**src/rtl/probe_pkg.sv**
```systemverilog
package probe_pkg;
  typedef enum logic [1:0] {
    LV_LO  = 2'd0,
    LV_HI  = 2'd1,
    LV_BAD = 2'd2
  } lvl_e;

  localparam logic [1:0] LAMP_OFF    = 2'b00;
  localparam logic [1:0] LAMP_DIM    = 2'b01;
  localparam logic [1:0] LAMP_BRIGHT = 2'b10;
endpackage

```
**src/rtl/probe_lvl_sync.sv**
```systemverilog
module probe_lvl_sync
  import probe_pkg::*;
(
  input  logic clk_i,
  input  logic rst_ni,
  input  logic hi_i,
  input  logic lo_i,
  output lvl_e lvl_o,
  output lvl_e prv_o
);
  lvl_e lvl_d, lvl_q, prv_q;

  always_comb begin
    unique case ({hi_i, lo_i})
      2'b10:   lvl_d = LV_HI;
      2'b01:   lvl_d = LV_LO;
      default: lvl_d = LV_BAD; // between thresholds, or illegal both-set
    endcase
  end

  always_ff @(posedge clk_i or negedge rst_ni) begin
    if (!rst_ni) begin
      lvl_q <= LV_BAD;
      prv_q <= LV_BAD;
    end else begin
      lvl_q <= lvl_d;
      prv_q <= lvl_q;
    end
  end

  assign lvl_o = lvl_q;
  assign prv_o = prv_q;
endmodule

```
**src/rtl/probe_stretch.sv**
```systemverilog
module probe_stretch
  import probe_pkg::*;
#(
  parameter int unsigned STRETCH_CYC = 10_000_000
) (
  input  logic clk_i,
  input  logic rst_ni,
  input  lvl_e lvl_i,
  input  lvl_e prv_i,
  output logic pulse_o,
  output logic active_o,
  output logic train_o,
  output lvl_e base_o
);
  localparam int unsigned CW = $clog2(STRETCH_CYC + 1);
  localparam logic [CW-1:0] LOAD = CW'(STRETCH_CYC);
  localparam logic [CW-1:0] ONE  = CW'(1);

  logic [CW-1:0] cnt_q;
  logic          train_q;
  lvl_e          base_q;
  logic          pulse, active;

  assign pulse  = (lvl_i != prv_i) && (lvl_i != LV_BAD) && (prv_i != LV_BAD);
  assign active = (cnt_q != '0);

  always_ff @(posedge clk_i or negedge rst_ni) begin
    if (!rst_ni) begin
      cnt_q   <= '0;
      train_q <= 1'b0;
      base_q  <= LV_LO;
    end else if (pulse) begin
      cnt_q <= LOAD;
      if (!active) base_q <= prv_i;
      // leaving the resting level again inside the window means a train
      if (active && (prv_i == base_q)) train_q <= 1'b1;
    end else if (active) begin
      cnt_q <= cnt_q - ONE;
      if (cnt_q == ONE) train_q <= 1'b0;
    end
  end

  assign pulse_o  = pulse;
  assign active_o = active;
  assign train_o  = train_q;
  assign base_o   = base_q;
endmodule

```
**src/rtl/probe_blinker.sv**
```systemverilog
module probe_blinker #(
  parameter int unsigned BLINK_HALF_CYC = 5_000_000
) (
  input  logic clk_i,
  input  logic rst_ni,
  input  logic run_i,
  output logic on_o
);
  localparam int unsigned BW = (BLINK_HALF_CYC > 1) ? $clog2(BLINK_HALF_CYC) : 1;
  localparam logic [BW-1:0] LAST = BW'(BLINK_HALF_CYC - 1);

  logic [BW-1:0] cnt_q;
  logic          on_q;

  always_ff @(posedge clk_i or negedge rst_ni) begin
    if (!rst_ni) begin
      cnt_q <= '0;
      on_q  <= 1'b1;
    end else if (!run_i) begin
      cnt_q <= '0;
      on_q  <= 1'b1;
    end else if (cnt_q == LAST) begin
      cnt_q <= '0;
      on_q  <= ~on_q;
    end else begin
      cnt_q <= cnt_q + BW'(1);
    end
  end

  assign on_o = on_q;
endmodule

```
**src/rtl/probe_mem.sv**
```systemverilog
module probe_mem (
  input  logic clk_i,
  input  logic rst_ni,
  input  logic set_i,
  input  logic clr_i,
  output logic mem_o
);
  logic mem_q;

  always_ff @(posedge clk_i or negedge rst_ni) begin
    if (!rst_ni)    mem_q <= 1'b0;
    else if (set_i) mem_q <= 1'b1; // set wins over clear
    else if (clr_i) mem_q <= 1'b0;
  end

  assign mem_o = mem_q;
endmodule

```
**src/rtl/probe_indicator.sv**
```systemverilog
module probe_indicator
  import probe_pkg::*;
#(
  parameter int unsigned STRETCH_CYC    = 10_000_000,
  parameter int unsigned BLINK_HALF_CYC = 5_000_000
) (
  input  logic       clk_i,
  input  logic       rst_ni,
  input  logic       hi_i,
  input  logic       lo_i,
  input  logic       mem_clr_i,
  output logic [1:0] lamp_o,
  output logic       mem_o
);
  lvl_e lvl_w, prv_w, base_w;
  logic pulse_w, stretch_w, train_w, blink_on_w;

  probe_lvl_sync i_sync (
    .clk_i (clk_i),
    .rst_ni(rst_ni),
    .hi_i  (hi_i),
    .lo_i  (lo_i),
    .lvl_o (lvl_w),
    .prv_o (prv_w)
  );

  probe_stretch #(.STRETCH_CYC(STRETCH_CYC)) i_stretch (
    .clk_i   (clk_i),
    .rst_ni  (rst_ni),
    .lvl_i   (lvl_w),
    .prv_i   (prv_w),
    .pulse_o (pulse_w),
    .active_o(stretch_w),
    .train_o (train_w),
    .base_o  (base_w)
  );

  probe_blinker #(.BLINK_HALF_CYC(BLINK_HALF_CYC)) i_blink (
    .clk_i (clk_i),
    .rst_ni(rst_ni),
    .run_i (train_w),
    .on_o  (blink_on_w)
  );

  probe_mem i_mem (
    .clk_i (clk_i),
    .rst_ni(rst_ni),
    .set_i (pulse_w),
    .clr_i (mem_clr_i),
    .mem_o (mem_o)
  );

  always_comb begin
    if (train_w)
      lamp_o = blink_on_w ? LAMP_BRIGHT : LAMP_OFF;
    else if (stretch_w)
      lamp_o = (base_w == LV_LO) ? LAMP_BRIGHT : LAMP_OFF;
    else begin
      unique case (lvl_w)
        LV_HI:   lamp_o = LAMP_BRIGHT;
        LV_LO:   lamp_o = LAMP_OFF;
        default: lamp_o = LAMP_DIM;
      endcase
    end
  end
endmodule

```
**config.mk**
```make
export PLATFORM = sky130hd
export DESIGN_NAME = probe_indicator
export DESIGN_NICKNAME = d
export VERILOG_FILES = /design/src/rtl/probe_pkg.sv /design/src/rtl/probe_lvl_sync.sv /design/src/rtl/probe_stretch.sv /design/src/rtl/probe_blinker.sv /design/src/rtl/probe_mem.sv /design/src/rtl/probe_indicator.sv
export SDC_FILE = /design/constraint.sdc
export NUM_CORES = 1
export LEC_CHECK = 0
export ABC_CLOCK_PERIOD_IN_PS = 3550
export BUFFER_PORTS_ARGS = -buffer_cell sky130_fd_sc_hd__buf_2
export CAP_MARGIN = 30
export CORE_ASPECT_RATIO = 1.4
export CORE_UTILIZATION = 33
export DETAILED_ROUTE_END_ITERATION = 10
export MAX_ROUTING_LAYER = met4
export SETUP_SLACK_MARGIN = 0.1
export SYNTH_ARGS = -nofsm -noshare
export SYNTH_HDL_FRONTEND = slang
export SYNTH_SLANG_ARGS = --single-unit
```
**constraint.sdc**
```tcl
create_clock -name clk_i -period 3.55 [get_ports clk_i]
set_input_delay 0.355 -clock clk_i [delete_from_list [all_inputs] [get_ports clk_i]]
set_output_delay 0.355 -clock clk_i [all_outputs]
set_load 0.1 [all_outputs]
```
==> impl_metrics.csv <==
group,metric,value,unit
placed_design,routabilityCongestion,0.801,
synth,syn_area_per_cell,9.49,um2
finish,finalNetCount,342,
routing,ant_nets,0,
power,p_leak,0.00135,uW
sta,max_freq,340,MHz
floorplanning,core_area,9180,um2
min_path,min_path_type,"input port to async pin",
routing,drt_pre_antenna_iters,7,
cts,clk_pin_slew_worst_paths,0.08,ns
sta,fin_ws,0.605,ns
global_route,grt_pass1_wl,12100,um
global_route,grt_max_degree,33,
cts,cts_setup_buffers,0,
power,ir_drop,202,uV
cts,cts_htree_levels,2,
critical_path,reg2reg_slack,0.94,ns
floorplanning,placementRows,41,
cts,clock_path_buffers,2,
floorplanning,start_util,34.5,%
critical_path,critPathCaptureType,"output port",
sta,rsz0062_at_grt,"false",
synth,synth_top_cell_area_share,41.8,%
cts,cts_sinks,56,
sta,setup_violations,0,
routing,vias,2544,
floorplanning,die_x,84.8,um
critical_path,required,3.19,ns
sta,relSlewSlack,52.9,%
critical_path,r2r-end,"i_stretch.cnt_q[21]",
finish,syn_to_final_growth,9.08,%
cts,numCtsBuffers,5,
synth,synth_area_leaders,"dfrtp_1 42%, or4_1 4.0%, a21oi_1 3.3%, o31ai_1 3.1%, xor2_1 3.0%",
sta,finClkSkew,0.00899,ns
sta,fin_setup_tns,0,ns
cts,clock_latency,0.30,ns
synth,synth_flop_cell,"dfrtp_1",
critical_path,cp-start-kind,"flip-flop",
run_status,violations,"design-rule violations",
power,powerDensity,508,nW/um2
synth,ys_ff_latch,56,
routing,routedWlPerCell,15.6,um
synth,synth_warnings,0,
routing,viasPerCell,5.78,
global_route,gr-total-overflow,0,
floorplanning,ioPinCount,8,
sta,fin_crit,2.94,ns
sta,slew_violations,0,
critical_path,reg2regPathDepth,4,
finish,fin_util,37.6,%
synth,synth_cell_types,49,
synth,netlist_instances,334,
routing,routed_wl,6850,um
cts,cts_hold_buffers,0,
global_route,antenna_found_initial,0,
synth,synth_area,3170,um2
synth,yosysTopAreaCell,"dfrtp_1",
placed_design,numPortBuffers,7,
global_route,grt_pass1_vias,2498,
run,drv_cap,0,
critical_path,crit_arrival,2.59,ns
run_status,run_status,"finished with violations",
global_route,track_usage,15.3,%
floorplanning,dieArea,10000,um2
synth,ys_seq_area_share,44.3,%
critical_path,path_class,"flip-flop to output port",
finish,drive_above_1_share,10.8,%
synth,synth_edf_count,0,
floorplanning,fp.dieH,118,um
sta,hold_viol,0,
cts,cts_tree,"done",
critical_path,crit_path_max_fanout,11,
synth,async_reset_ff_share,100,%
cts,cts_resized,0,
synth,synthesis.nets,344,
placed_design,dp_hpwl,4750,um
cts,cts_root_buf,"clkbuf_16",
routing,drcViolationCount,1,
finish,fill_cells,906,
routing,dr.first_iter.drc_count,100,
critical_path,reg2reg_from,"i_stretch.cnt_q[4]",
finish,n_antenna_cell,0,
sta,worst_slew_pin_slew,0.701,ns
sta,min_period_over_period,83.0,%
placed_design,pre_cts_slack,0.921,ns
power,fin_total_pwr,1760,uW
[where the power goes]
group,internal (uW),leakage (uW),total (uW),switching (uW)
clock network,268,0.0000719,516,247
logic,154,0.000576,408,254
registers,724,0.000704,832,109
[state kept, by name, indices dropped and copies added (netlist names)]
register,flops
i_stretch.base_o,2
i_stretch.cnt_q,24
i_sync.prv_o,2
i_sync.lvl_o,2
i_stretch.train_o,1
i_blink.on_o,1
i_blink.cnt_q,23
i_mem.mem_o,1
[Yosys cell counts (all sizes together), types with 5 or more instances]
library cell,number
nand3,13
nand2,19
o21ai,15
nand4,9
nor3,7
nand2b,6
or3,8
o31ai,13
and2,7
nor2,22
inv,10
mux2i,8
ha,5
a2111o,5
buf,5
a21oi,21
or4,19
nor4,14
xor2,11
and4,5
dfrtp,53
clkbuf,18
[cells in the final DEF, fill, tap and decap left out, types with 3 or more instances in the layout]
cell type	netlist	layout
and4_1	5	5
buf_4	0	7
o21ai_0	12	11
dfrtp_1	53	53
o31ai_1	13	13
nand2b_1	6	6
or4_1	17	17
a311oi_1	3	3
dfstp_2	3	3
nand3_1	13	13
a2111o_1	5	5
inv_1	10	10
or3_1	8	8
nor2b_1	3	3
nand4_1	9	9
nor4_1	11	11
ha_1	5	5
o21ai_1	3	4
buf_2	4	7
nor2_1	22	22
and2_1	7	7
and3_1	3	3
mux2i_1	8	8
a21oi_1	21	21
nor3_1	7	7
xor2_1	11	11
xnor2_1	3	3
nand2_1	19	19
clkbuf_16	0	5
[per-stage QoR]
step                      std cells  hold slack [ns]  area [um2]
after global routing            440            0.175        3460
after global placement          432            0.396        3300
final                           440            0.100        3460
after CTS                       440            0.134        3460
after floorplan                 334           0.0594        3170
after detailed placement        432            0.391        3300
[worst max-delay path, stage by stage (launching register included)]
cell      delay, ns
dfrtp_1        0.44
or4_1          0.75
nor4_4         0.34
nand4b_1       0.14
nor3b_2        0.18
buf_2          0.45
[layer usage]
| metal | vias up | GRT usage [%] | part of all wire [%] |
|---|---|---|---|
| met5 | - | - | 0 |
| met4 | 0 | 5.30 | 2.1 |
| met3 | 11 | 2.59 | 2.3 |
| met2 | 24 | 26.1 | 51 |
| met1 | 1251 | 18.2 | 44 |
| li1 | 1258 | - | - |
[cell families after synthesis]
logic type	share of synthesized area [%]
compound gates	15.0
xor+xnor	3.87
fa+ha+maj	1.97
buf+inv	4.07
flops	44.3
mux	3.24
simple gates	27.5
[how the worst max path moves through the flow]
| stage | to | from | cells past startpoint |
|---|---|---|---|
| detailed placement | lamp_o[0] | i_stretch.cnt_q[4] | 5 |
| finish | lamp_o[0] | i_stretch.cnt_q[4] | 5 |
| floorplan | lamp_o[0] | i_stretch.cnt_q[4] | 6 |
| CTS | lamp_o[0] | i_stretch.cnt_q[4] | 5 |
| global placement | lamp_o[0] | i_stretch.cnt_q[4] | 5 |
| global route | lamp_o[0] | i_stretch.cnt_q[4] | 5 |
[layout make-up]
cell class | instances | area (um2) | area share (%)
Multi-Input combinational cell | 245 | 1640 | 47.4
Clock inverter | 3 | 27.5 | 0.796
Clock buffer | 5 | 125 | 3.62
Tap cell | 107 | 134 | 3.87
Inverter | 10 | 37.5 | 1.09
Sequential cell | 56 | 1410 | 40.6
Timing Repair Buffer | 14 | 87.6 | 2.53
No activity file was read; power rests on OpenSTA's default activity.
